[src/rtl/oneshot_pkg.sv]
package oneshot_pkg;
  typedef enum logic [1:0] {
    MODE_OFF    = 2'd0,
    MODE_SINGLE = 2'd1,
    MODE_DUAL   = 2'd2,
    MODE_RSVD   = 2'd3
  } pmode_e;

  localparam logic [1:0] ADDR_CTRL  = 2'd0;
  localparam logic [1:0] ADDR_CMPA  = 2'd1;
  localparam logic [1:0] ADDR_CMPB  = 2'd2;
  localparam logic [1:0] ADDR_CLEAR = 2'd3;
endpackage

[src/rtl/oneshot_regs.sv]
module oneshot_regs
  import oneshot_pkg::*;
#(
  parameter int CNT_W = 16,
  parameter int SRC_W = 2
) (
  input  logic             clk,
  input  logic             rst,
  input  logic             wr_en,
  input  logic [1:0]       wr_addr,
  input  logic [CNT_W-1:0] wr_data,
  output pmode_e           mode,
  output logic             trig_mode,
  output logic             auto_clr,
  output logic [SRC_W-1:0] src_sel,
  output logic [CNT_W-1:0] cmp_a,
  output logic [CNT_W-1:0] cmp_b,
  output logic             clr_sw
);
  // clear strobe acts at the edge where the write is taken
  assign clr_sw = wr_en && (wr_addr == ADDR_CLEAR) && wr_data[0];

  always_ff @(posedge clk) begin
    if (rst) begin
      mode      <= MODE_OFF;
      trig_mode <= 1'b0;
      auto_clr  <= 1'b0;
      src_sel   <= '0;
      cmp_a     <= '0;
      cmp_b     <= '0;
    end else if (wr_en) begin
      case (wr_addr)
        ADDR_CTRL: begin
          mode      <= pmode_e'(wr_data[1:0]);
          trig_mode <= wr_data[2];
          auto_clr  <= wr_data[3];
          src_sel   <= wr_data[SRC_W+3:4];
        end
        ADDR_CMPA: cmp_a <= wr_data;
        ADDR_CMPB: cmp_b <= wr_data;
        default: ;
      endcase
    end
  end

  p_reset_off_r1: assert property (@(posedge clk) rst |=> (mode == MODE_OFF));
endmodule

[src/rtl/oneshot_evt_sync.sv]
module oneshot_evt_sync #(
  parameter int NUM_SRC = 4,
  parameter int SRC_W   = 2
) (
  input  logic               clk,
  input  logic               rst,
  input  logic [NUM_SRC-1:0] evt_in,
  input  logic [SRC_W-1:0]   src_sel,
  output logic               trig
);
  logic [NUM_SRC-1:0] edge_v;

  for (genvar i = 0; i < NUM_SRC; i++) begin : g_line
    logic s1, s2, s3;
    always_ff @(posedge clk) begin
      if (rst) begin
        s1 <= 1'b0;
        s2 <= 1'b0;
        s3 <= 1'b0;
      end else begin
        s1 <= evt_in[i];
        s2 <= s1;
        s3 <= s2;
      end
    end
    assign edge_v[i] = s2 & ~s3;

    // a held event line yields a single-cycle detection
    p_one_cycle_r2: assert property (@(posedge clk) disable iff (rst)
      edge_v[i] |=> !edge_v[i]);
  end

  assign trig = edge_v[src_sel];
endmodule

[src/rtl/oneshot_timer.sv]
module oneshot_timer
  import oneshot_pkg::*;
#(
  parameter int CNT_W = 16
) (
  input  logic             clk,
  input  logic             rst,
  input  pmode_e           mode,
  input  logic             trig_mode,
  input  logic             auto_clr,
  input  logic [CNT_W-1:0] cmp_b,
  input  logic             trig,
  input  logic             clr_sw,
  output logic [CNT_W-1:0] cnt,
  output logic             armed,
  output logic             accept,
  output logic             enabled
);
  logic end_hit;

  assign enabled = (mode == MODE_SINGLE) || (mode == MODE_DUAL);
  assign end_hit = (cnt == cmp_b);
  // software clear wins over a same-cycle trigger; a set flag blocks retrigger
  assign accept  = enabled && trig_mode && trig && !armed && !clr_sw;

  always_ff @(posedge clk) begin
    if (rst) begin
      armed <= 1'b0;
    end else if (!enabled || clr_sw) begin
      armed <= 1'b0;
    end else if (trig_mode) begin
      if (armed && auto_clr && end_hit) armed <= 1'b0;
      else if (accept)                  armed <= 1'b1;
    end
  end

  always_ff @(posedge clk) begin
    if (rst || !enabled) begin
      cnt <= '0;
    end else if (trig_mode) begin
      if (!armed || clr_sw || (auto_clr && end_hit)) cnt <= '0;
      else if (mode == MODE_DUAL && end_hit)        cnt <= '0;
      else                                          cnt <= cnt + 1'b1;
    end else begin
      if (trig)                              cnt <= '0;
      else if (mode == MODE_DUAL && end_hit) cnt <= '0;
      else                                   cnt <= cnt + 1'b1;
    end
  end

  p_clr_wins_r8: assert property (@(posedge clk) disable iff (rst)
    clr_sw |=> !armed);
  p_idle_zero_r5: assert property (@(posedge clk) disable iff (rst)
    (trig_mode && !armed && !accept) |=> (cnt == '0));
  p_no_retrig_r7: assert property (@(posedge clk) disable iff (rst)
    (enabled && trig_mode && armed && !clr_sw && !end_hit) |=> armed);
  p_off_hold_r11: assert property (@(posedge clk) disable iff (rst)
    !enabled |=> (cnt == '0 && !armed));
endmodule

[src/rtl/oneshot_outdrv.sv]
module oneshot_outdrv
  import oneshot_pkg::*;
#(
  parameter int CNT_W = 16
) (
  input  logic             clk,
  input  logic             rst,
  input  pmode_e           mode,
  input  logic             enabled,
  input  logic             trig_mode,
  input  logic             armed,
  input  logic             accept,
  input  logic             trig,
  input  logic [CNT_W-1:0] cnt,
  input  logic [CNT_W-1:0] cmp_a,
  input  logic [CNT_W-1:0] cmp_b,
  output logic             pulse_out
);
  localparam logic [CNT_W-1:0] ONE = CNT_W'(1);
  logic run, start;
  logic [CNT_W-1:0] cnt_inc;

  assign run     = trig_mode ? armed : 1'b1;
  assign start   = trig_mode ? accept : trig;
  assign cnt_inc = cnt + ONE;

  always_ff @(posedge clk) begin
    if (rst || !enabled) begin
      pulse_out <= 1'b0;
    end else if (mode == MODE_SINGLE) begin
      if (start)                          pulse_out <= 1'b1;
      else if (run && cnt_inc == cmp_a)   pulse_out <= 1'b0;
    end else begin
      if (!run)                pulse_out <= 1'b0;
      else if (cnt == cmp_b)   pulse_out <= 1'b0;
      else if (cnt == cmp_a)   pulse_out <= 1'b1;
    end
  end

  p_off_low_r11: assert property (@(posedge clk) disable iff (rst)
    !enabled |=> !pulse_out);
  p_single_hold_r3: assert property (@(posedge clk) disable iff (rst)
    (mode == MODE_SINGLE && !pulse_out && !start) |=> !pulse_out);
endmodule

[src/rtl/oneshot_pulse_gen.sv]
module oneshot_pulse_gen
  import oneshot_pkg::*;
#(
  parameter int CNT_W   = 16,
  parameter int NUM_SRC = 4
) (
  input  logic               clk,
  input  logic               rst,
  input  logic               wr_en,
  input  logic [1:0]         wr_addr,
  input  logic [CNT_W-1:0]   wr_data,
  input  logic [NUM_SRC-1:0] evt_in,
  output logic               pulse_out,
  output logic               armed_out
);
  localparam int SRC_W = (NUM_SRC > 1) ? $clog2(NUM_SRC) : 1;

  pmode_e           mode;
  logic             trig_mode, auto_clr, clr_sw, trig;
  logic             armed, accept, enabled;
  logic [SRC_W-1:0] src_sel;
  logic [CNT_W-1:0] cmp_a, cmp_b, cnt;

  oneshot_regs #(.CNT_W(CNT_W), .SRC_W(SRC_W)) u_regs (
    .clk(clk), .rst(rst), .wr_en(wr_en), .wr_addr(wr_addr), .wr_data(wr_data),
    .mode(mode), .trig_mode(trig_mode), .auto_clr(auto_clr), .src_sel(src_sel),
    .cmp_a(cmp_a), .cmp_b(cmp_b), .clr_sw(clr_sw)
  );

  oneshot_evt_sync #(.NUM_SRC(NUM_SRC), .SRC_W(SRC_W)) u_sync (
    .clk(clk), .rst(rst), .evt_in(evt_in), .src_sel(src_sel), .trig(trig)
  );

  oneshot_timer #(.CNT_W(CNT_W)) u_timer (
    .clk(clk), .rst(rst), .mode(mode), .trig_mode(trig_mode),
    .auto_clr(auto_clr), .cmp_b(cmp_b), .trig(trig), .clr_sw(clr_sw),
    .cnt(cnt), .armed(armed), .accept(accept), .enabled(enabled)
  );

  oneshot_outdrv #(.CNT_W(CNT_W)) u_out (
    .clk(clk), .rst(rst), .mode(mode), .enabled(enabled),
    .trig_mode(trig_mode), .armed(armed), .accept(accept), .trig(trig),
    .cnt(cnt), .cmp_a(cmp_a), .cmp_b(cmp_b), .pulse_out(pulse_out)
  );

  assign armed_out = armed;

  p_reset_idle_r1: assert property (@(posedge clk) rst |=> (!pulse_out && !armed_out));
endmodule

[config.mk]
export PLATFORM = sky130hd
export DESIGN_NAME = oneshot_pulse_gen
export DESIGN_NICKNAME = d
export VERILOG_FILES = /design/src/rtl/oneshot_pkg.sv /design/src/rtl/oneshot_regs.sv /design/src/rtl/oneshot_evt_sync.sv /design/src/rtl/oneshot_timer.sv /design/src/rtl/oneshot_outdrv.sv /design/src/rtl/oneshot_pulse_gen.sv
export SDC_FILE = /design/constraint.sdc
export NUM_CORES = 1
export LEC_CHECK = 0
export BUFFER_PORTS_ARGS = -buffer_cell sky130_fd_sc_hd__buf_4
export CAP_MARGIN = 20
export CELL_PAD_IN_SITES_DETAIL_PLACEMENT = 0
export CELL_PAD_IN_SITES_GLOBAL_PLACEMENT = 2
export CORE_ASPECT_RATIO = 0.9
export CORE_MARGIN = 1
export CORE_UTILIZATION = 25
export CTS_CLUSTER_SIZE = 40
export DETAILED_ROUTE_END_ITERATION = 8
export HOLD_SLACK_MARGIN = 0.06
export PLACE_DENSITY = 0.56
export SYNTH_ARGS = -nofsm -noshare
export SYNTH_HDL_FRONTEND = slang
export SYNTH_SLANG_ARGS = --single-unit
export TNS_END_PERCENT = 100
[constraint.sdc]
create_clock -name clk -period 2.1 [get_ports clk]
set_input_delay 0.21 -clock clk [delete_from_list [all_inputs] [get_ports clk]]
set_output_delay 0.21 -clock clk [all_outputs]
set_load 0.01 [all_outputs]
==> metrics.txt, run 1 <==
Pre-Repair DR Iteration Count 4; Initial Utilization 25.8%; vias per cell 4.48; P per Cell Area 795 nW/µm²; Startpoint Class flip-flop; TritonCTS clock tree done; Final Hold Viols 0; slew margin rel. 71.9%; largest net degree at the start of global routing 37; routed len/inst 15.2 µm; number of fillers in the final layout 1,409; Nets 455; Worst Clk Skew 4.80 ps; worst hold path endpoint u_sync.g_line[1].s1; Die Y 111 µm; status completed; Syn-to-layout area delta 24.6%; Async SR Flop Fraction 0%; WS Path Type flip-flop to flip-flop; reg2reg path depth 6; Syn Nets 415; die area 13,700 µm²; Worst Hold Depth 2; antenna cells 0; clock slew at reported path FFs 60 ps; core area 12,800 µm²; Die X 123 µm; Pins Over Slew Limit 0; worst slew pin tran 416 ps; hold_sp evt_in[1]; FP Rows 39; vias in the first global route 2,577; cell count after synthesis 387; initial antenna violation count 0; f_max 503 MHz; R2R Setup Slk 110 ps; first-pass GRT wire length 14,600 µm; P_leak 1.55 nW; Iter 0 DRT Violations 109; Crit. End Element flip-flop; crit path max fanout 8; VDD IR-drop max 451 µV; unrepaired setup endpoints after global routing false; period utilization 94.7%; Place WS 130 ps; top_reg_cell synth dfxtp_1; # IOs 27; Syn Area/Cell 8.52 µm²; overall power 3.27 mW; Clock Power Share 51.2%; reg2reg start u_timer.cnt[8]; hold_buf cts 0; switching power total 0.757 mW; fraction of power spent switching nets 23.2%; sequential power share 41.3%; Max-Cap Viols 0; Post-synth EDFFs 0; layout cells sized above 1 19.0%; Fin Setup TNS 0 ps; worst min-delay path class input port to flip-flop; # H-tree levels 3; Total Routed Length 9060 µm; Final setup viols 0; min Tclk post-route 1990 ps; GRT Util Overall 14.6%; final instance area 4110 µm²; Port Buffers 26; post-CTS sizing 0; post-synthesis sequential area ratio 41.3%; clock sinks 68; combinational share of power 7.5%; clk_lat worst skew 340 ps; worst setup path start u_timer.cnt[8]; WP data required 2360 ps; FF-to-FF End u_out.pulse_out; dpl hpwl 6840 µm; Pint 2.51 mW; GPL Wtd Cong 0.812; Root Buffer clkbuf_16; yosys warns 0; CTS max path bufs 2; post-synth cell types 47; gr ovfl total 0; postcts setup bufs 0; crit path DAT 2250 ps; post-route antenna net violation count 0; dpl cells 580; TritonCTS Buffers 9; dpl cell area 3780 µm²; final cell count without fillers 596; routed vias 2,669; Yosys reg bits 68; final worst slack 111 ps; Post-Syn Area 3300 µm²; DRC violations left 0
## critical path, stage by stage, from the launching register on
cell	delay, ps
dfxtp_1	420
buf_4	210
and4_1	290
nand4_1	260
maj3_2	370
a22o_1	200
a31oi_1	160
## registers in the layout, summed over array words and instances (netlist names)
register          count
u_out.pulse_out       1
u_regs.auto_clr       1
u_regs.cmp_a         16
u_regs.cmp_b         16
u_regs.mode           2
u_regs.src_sel        2
u_regs.trig_mode      1
u_sync.g_line.s1      4
u_sync.g_line.s2      4
u_sync.g_line.s3      4
u_timer.armed         1
u_timer.cnt          16
## cells in the mapped netlist, drive strengths merged (3+ instances only)
master,instances,area share (%)
nand2,75,8.5
dfxtp,68,41
a21oi,37,5.7
nor2,36,4.1
xnor2,35,9.3
xor2,20,5.3
nor2b,17,3.2
clkbuf,14,1.6
nand4,11,2.3
buf,10,2.4
nand3,8,1.2
inv,6,0.68
nor4,6,2.0
nor3,4,0.61
and3,3,0.57
and4,3,0.80
ha,3,1.1
mux2i,3,0.91
o211ai,3,0.68
## worst max path at each step
stage | endpoint | slack, ps | cells past startpoint
after CTS | u_out.pulse_out | 120 | 6
after floorplan | u_out.pulse_out | 240 | 7
after global placement | u_out.pulse_out | 80 | 6
after global routing | u_out.pulse_out | 40 | 8
after detailed placement | u_out.pulse_out | 130 | 6
final | u_out.pulse_out | 110 | 6
## power by group through the flow
| stage | Sequential [mW] | Combinational, mW | Clock [mW] |
|---|---|---|---|
| global placement | 1.38 | 0.249 | 0 |
| detailed placement | 1.38 | 0.249 | 0 |
| global route | 1.35 | 0.272 | 1.77 |
| CTS | 1.35 | 0.249 | 1.71 |
| floorplan | 1.37 | 0.144 | 0 |
| finish | 1.35 | 0.244 | 1.67 |
## area by class of cell
| type | count | area [µm²] | share of cell area, % |
|---|---|---|---|
| Multi-Input combinational cell | 289 | 1780 | 43.4 |
| Sequential cell | 68 | 1360 | 33.1 |
| Timing Repair Buffer | 53 | 410 | 9.99 |
| Clock buffer | 10 | 239 | 5.82 |
| Tap cell | 164 | 205 | 4.99 |
| Clock inverter | 6 | 87.6 | 2.13 |
| Inverter | 6 | 22.5 | 0.548 |
## through the flow
stage	hold WS, ps	util, %
floorplan	338	-
global placement	417	29.6
detailed placement	420	29.6
CTS	73.8	32.1
global route	76.5	32.1
finish	82.7	32.1
## per-layer routing
metal	share of wire (%)	routed length, µm	global-route usage [%]	vias up
met5	0	0	0	-
met4	1.1	99	3.94	0
met3	2.9	261	4.17	7
met2	44	3970	21.0	34
met1	52	4730	21.0	1250
li1	-	-	-	1378
## cells in the final DEF, fill, tap and decap left out, types with 4 or more instances in the layout
cell | netlist | routed
a21oi_1 | 36 | 36
buf_4 | 1 | 52
clkbuf_16 | 0 | 9
dfxtp_1 | 68 | 68
inv_1 | 6 | 6
nand2_1 | 75 | 75
nand3_1 | 8 | 8
nand4_1 | 10 | 10
nor2_1 | 36 | 36
nor2b_1 | 17 | 17
nor3_1 | 4 | 4
xnor2_1 | 35 | 35
xor2_1 | 20 | 20
## cells by family (layout without fill, tap and decap cells)
family / count (synthesis) / after routing / share of synthesized area, %
simple gates: 170 / 170 / 25.1
mux: 4 / 4 / 1.59
fa+ha+maj: 4 / 4 / 1.48
xor+xnor: 55 / 55 / 14.6
compound gates: 56 / 56 / 11.3
buf+inv: 30 / 75 / 4.67
flops: 68 / 68 / 41.3
Power figures use the tool's default switching activity.
==> run 2, diff against run 1 <==
CORE_UTILIZATION = 36   (was 25)
PLACE_DENSITY = 0.76   (was 0.56)
==> run 2 against run 1 <==
Against the previous run: final cell count decreased by 8.9%; worst hold slack got worse by 9.4 ps; register-to-register slack hardly changed; wire length down 10%; sequential share of layout area rose by 2.3 points; critical path depth unchanged; maximum frequency increased by 0.59%; non-clock buffer count fell by 7.
==> metrics.txt, run 2 (same netlist as run 1, synthesis figures left out) <==
f_max 506 MHz (+0.59%); clk_lat worst skew 350 ps (about the same); TritonCTS clock tree done; slew margin rel. 54.1% (-18 points); dpl cell area 3660 µm² (-3.3%); TritonCTS Buffers 9 (unchanged); DRC violations left 0 (unchanged); Port Buffers 26 (unchanged); GPL Wtd Cong 0.902 (+11%); VDD IR-drop max 305 µV (-32%); Iter 0 DRT Violations 73 (-33%); # IOs 27 (unchanged); gr ovfl total 0 (unchanged); Total Routed Length 8120 µm (-10%); WP data required 2320 ps (-40 ps); Die Y 92.8 µm (-16%); vias per cell 4.78 (+6.7%); largest registers u_regs.cmp_a x16, u_regs.cmp_b x16, u_timer.cnt x16; P per Cell Area 658 nW/µm² (-17%); first-pass GRT wire length 13,500 µm (-7.3%); core area 8730 µm² (-32%); Fin Setup TNS 0 ps (unchanged); crit path max fanout 4 (-4); Startpoint Class flip-flop; die area 9550 µm² (-30%); layout cells sized above 1 17.5% (-1.5 points); number of fillers in the final layout 931 (-34%); Crit. End Element flip-flop; largest net degree at the start of global routing 27 (-27%); Syn-to-layout area delta 16.7%; status completed; P_leak 1.43 nW (-7.7%); CTS max path bufs 2 (unchanged); dpl hpwl 6150 µm (-10%); antenna cells 0 (unchanged); Root Buffer clkbuf_8; Final Hold Viols 0 (unchanged); crit path DAT 2200 ps (-50 ps); min Tclk post-route 1980 ps (-11.7 ps); overall power 2.53 mW (-22%); clock sinks 68 (unchanged); dpl cells 526 (-9.3%); post-route antenna net violation count 0 (unchanged); final instance area 3850 µm² (-6.3%); Final Core Density 44.1% (+12 points); period utilization 94.2% (-0.56 points); # H-tree levels 3 (unchanged); vias in the first global route 2,549 (-1.1%); worst min-delay path class input port to flip-flop; most frequent cells in the layout 75 x nand2_1, 67 x dfxtp_1, 43 x buf_4; Nets 448 (-1.5%); final cell count without fillers 543 (-8.9%); Max-Cap Viols 0 (unchanged); Pre-Repair DR Iteration Count 4 (unchanged); GRT Util Overall 19.2% (+4.6 points); unrepaired setup endpoints after global routing true; routed vias 2,595 (-2.8%); routed len/inst 14.9 µm (-1.7%); FP Rows 32 (-18%); Die X 103 µm (-16%); WS Path Type flip-flop to flip-flop; Pins Over Slew Limit 0 (unchanged); worst slew pin tran 687 ps (+271 ps); initial antenna violation count 0 (unchanged); Final setup viols 0 (unchanged); Initial Utilization 37.8% (+12 points); clock slew at reported path FFs 80 ps (+20 ps); Worst Clk Skew 11.6 ps (+6.80 ps); most common cell after layout, fill and taps aside nand2_1
## run 2: cell types whose count changed in the layout (fill, tap and decap cells not counted), sizes merged
cell / previous run / this run
clkinvlp: 0 / 2
buf: 53 / 44
dlygate4sd3: 0 / 2
bufinv: 2 / 0
clkbuf: 10 / 9
## run 2: metrics by stage
stage / worst slack (ps) / hold slack, ps
after floorplan: 244 / 338
after global placement: 143 / 419
after detailed placement: 116 / 427
after CTS: 104 / 61.5
after global routing: -12.4 / 84.4
final: 123 / 73.3
## run 2: what timing repair did
action,4_1_cts,5_1_grt
setup buffers,0,0
endpoints found under the hold margin,2,0
hold buffers,2,0
setup endpoints to repair,0,1
gates resized for setup,0,2
## run 2: area by class of cell
class                      count  area, µm²  share of cell area, %
clock inverter                 6       42.5                   1.11
inverter                       6       22.5                  0.585
timing repair buffer          46        363                   9.43
tap                          119        149                   3.87
multi-input combinational    289       1790                   46.4
clock buffer                   9        124                   3.22
sequential                    68       1360                   35.4
## run 2: where the power goes
part	internal [mW]	total, mW	switching, mW
sequential	1.32	1.35	0.0243
clock	0.421	0.951	0.530
combinational	0.107	0.234	0.128
total	1.85	2.53	0.682
## run 2: worst paths after layout
| check | startpoint | endpoint | slack, ps | cells past startpoint |
|---|---|---|---|---|
| setup / recovery | u_sync.g_line[0].s2 | u_out.pulse_out | 120 | 6 |
| hold / removal | evt_in[3] | u_sync.g_line[3].s1 | 70 | 2 |
| hold reg to reg | u_sync.g_line[0].s1 | u_sync.g_line[0].s2 | 440 | 1 |
| setup reg to reg | u_sync.g_line[0].s2 | u_out.pulse_out | 120 | 6 |
## run 2: critical path, stage by stage, from the launching register on
cell,delay [ps]
dfxtp_1,310
nor2b_1,120
mux4_2,550
a2111oi_4,330
o211ai_1,160
nor4_2,260
a31oi_1,110
## run 2: per-layer routing
layer  up-vias  global-route usage [%]  routed length [µm]
li1       1362                       -                   -
met1      1187                    28.2                4410
met2        38                    27.4                3370
met3         8                    4.83                 263
met4         0                    5.63                  66
met5         -                       0                   0
==> run 3, diff against run 2 <==
BUFFER_PORTS_ARGS = default   (was -buffer_cell sky130_fd_sc_hd__buf_4)
CORE_UTILIZATION = 38   (was 36)
DONT_BUFFER_PORTS = 1   (was default)
clock period = 2 ns   (was 2.1 ns; I/O delays follow)
==> run 3 against run 2 <==
Against the previous run: the run now ends with negative setup slack left; via count up 2.4%; global-route usage up 0.19 points; sequential share of layout area down 0.61 points; die area down 5.2%; clock-buffer cell count unchanged.
==> metrics.txt, run 3 (same netlist as run 1, synthesis figures left out) <==
status complete, but fails checks; failing checks negative setup slack; die area 9060 µm² (-5.2%); dpl cell area 3470 µm² (-5.1%); unrepaired setup endpoints after global routing true; final instance area 3920 µm² (+1.8%); hold_sp rst; worst min-delay path class input port to flip-flop; fraction of power spent switching nets 26.1% (-0.81 points); Root Buffer clkbuf_8; period utilization 104% (+9.6 points); Largest stage delay, worst path 360 ps (-190 ps); Startpoint Class flip-flop; FP Rows 31 (-3.1%); GRT Util Overall 19.4% (+0.19 points); routed vias 2,658 (+2.4%); combinational share of power 8.5% (-0.8 points); family with the most delay on the worst path compound AO/OA/AOI/OAI gates; Final setup viols 1 (+1); min Tclk post-route 2070 ps (+97.5 ps); VDD IR-drop max 483 µV (+58%); first-pass GRT wire length 13,300 µm (-1.4%); largest net degree at the start of global routing 51 (+89%); Port Buffers 0 (-100%); vias per cell 4.96 (+3.8%); P per Cell Area 720 nW/µm² (+9.5%); clk_lat worst skew 350 ps (about the same); gr ovfl total 0 (unchanged); most frequent cells in the layout 75 x nand2_1, 67 x dfxtp_1, 36 x a21oi_1; reg2reg start u_regs.mode[0]; slew margin rel. 51.7% (-2.4 points); TritonCTS clock tree done; crit path max fanout 2 (-2); GPL Wtd Cong 0.824 (-8.6%); Total Routed Length 8200 µm (+1.0%); routed len/inst 15.3 µm (+2.4%); Die X 100 µm (-2.6%); switching power total 0.737 mW (+8.1%); worst slew pin tran 722 ps (+34.5 ps); WP data required 2220 ps (-100 ps); Max-Cap Viols 0 (unchanged); layout cells sized above 1 12.4% (-5.1 points); Final Hold Viols 0 (unchanged); antenna cells 0 (unchanged); critical path's slowest cell a2111oi_4; postcts setup bufs 0 (unchanged); WS Path Type flip-flop to flip-flop; crit path DAT 2300 ps (+100 ps); worst path buffer plus inverter count 1 (+1); clock sinks 68 (unchanged); Die Y 90.4 µm (-2.6%); largest registers u_regs.cmp_a x16, u_regs.cmp_b x16, u_timer.cnt x16; Pint 2.08 mW (+13%); DRC violations left 0 (unchanged); most common cell after layout, fill and taps aside nand2_1; Initial Utilization 40.1% (+2.3 points); # H-tree levels 3 (unchanged); final worst slack -74.7 ps (-197 ps); CTS max path bufs 2 (unchanged); post-route antenna net violation count 0 (unchanged); dpl hpwl 5930 µm (-3.6%); Worst Clk Skew 10.6 ps (-1.01 ps); clock slew at reported path FFs 80 ps (about the same); P_leak 1.44 nW (+0.47%); Syn-to-layout area delta 18.7%; core area 8220 µm² (-5.8%); Iter 0 DRT Violations 116 (+59%); f_max 482 MHz (-4.7%); initial antenna violation count 0 (unchanged); sequential power share 50.2% (-3.0 points); Pre-Repair DR Iteration Count 4 (unchanged); Crit. End Element flip-flop; Nets 444 (-0.89%); final cell count without fillers 536 (-1.3%); vias in the first global route 2,506 (-1.7%); crit-path cells inv_1 -> ha_1 -> nor2_1 -> a21o_1 -> a2111oi_4 -> o211ai_1 -> nor4_2 -> a31oi_1; dpl cells 498 (-5.3%); TritonCTS Buffers 9 (unchanged); worst setup path start u_regs.mode[0]; Pins Over Slew Limit 0 (unchanged); Clock Power Share 41.3% (+3.8 points); # IOs 27 (unchanged)
## run 3: changes by cell type in the layout (fill, tap and decap cells not counted)
cell / before / now
buf_12: 1 / 2
buf_4: 43 / 19
dlygate4sd3_1: 2 / 21
bufinv_16: 0 / 1
clkinv_2: 2 / 1
nor4_2: 2 / 1
inv_6: 0 / 1
nor4_4: 1 / 2
## run 3: worst register-to-register path: cells and delay by family (launching register included)
kind                     cells  cell delay, ps
adder cells (fa/ha/maj)      1             300
AO/OA/AOI/OAI                4             870
buffers and inverters        1              70
flip-flops                   1             340
AND/OR/NAND/NOR              2             380
## run 3: stage by stage
stage	hold WS (ps)	setup TNS (ps)	setup WS, ps	util (%)	total power, mW
4_1_cts	64.0	-96.6	-96.6	47.5	2.85
6_report	73.9	-74.7	-74.7	47.6	2.82
3_3_place_gp	274	-86.5	-86.5	42.2	1.63
3_5_place_dp	275	-74.8	-74.8	42.2	1.63
2_1_floorplan	328	0	144	-	1.59
5_1_grt	75.3	-191	-191	47.6	2.95
## run 3: layout make-up
type                    count  area [µm²]
multi-input cells         289        1790
clock buffers               9         124
repair buffers             42         393
clock inverters             7        76.3
flip-flops and latches     68        1360
well taps                 115         144
fillers                   872        4310
inverters                   6        22.5
## run 3: final timing paths
path                    endpoint  slack (ps)  cells after the start
max              u_out.pulse_out         -70                      8
max reg2reg      u_out.pulse_out         -70                      8
min reg2reg  u_sync.g_line[0].s2         430                      1
min                u_timer.armed          70                      3
## run 3: routing by layer
layer  GRT usage [%]  vias up  wire length [µm]
li1                -     1359                 -
met3            4.10        9               303
met5               0        -                 0
met1            28.5     1237              4300
met4            5.07        0                80
met2            28.7       53              3520
## run 3: power by group through the flow
| stage | Combinational, mW | Sequential (mW) | Clock [mW] |
|---|---|---|---|
| 2_1_floorplan | 0.151 | 1.44 | 0 |
| 3_3_place_gp | 0.182 | 1.45 | 0 |
| 3_5_place_dp | 0.182 | 1.45 | 0 |
| 4_1_cts | 0.241 | 1.42 | 1.19 |
| 5_1_grt | 0.266 | 1.42 | 1.26 |
| 6_report | 0.240 | 1.42 | 1.17 |
## run 3: timing repair
action                                 4_1_cts  5_1_grt
cloned                                       0        0
pin swaps                                    0        0
resized for setup                            0        3
setup endpoints to repair                    1       17
endpoints found under the hold margin       50        0
hold buffers                                22        0
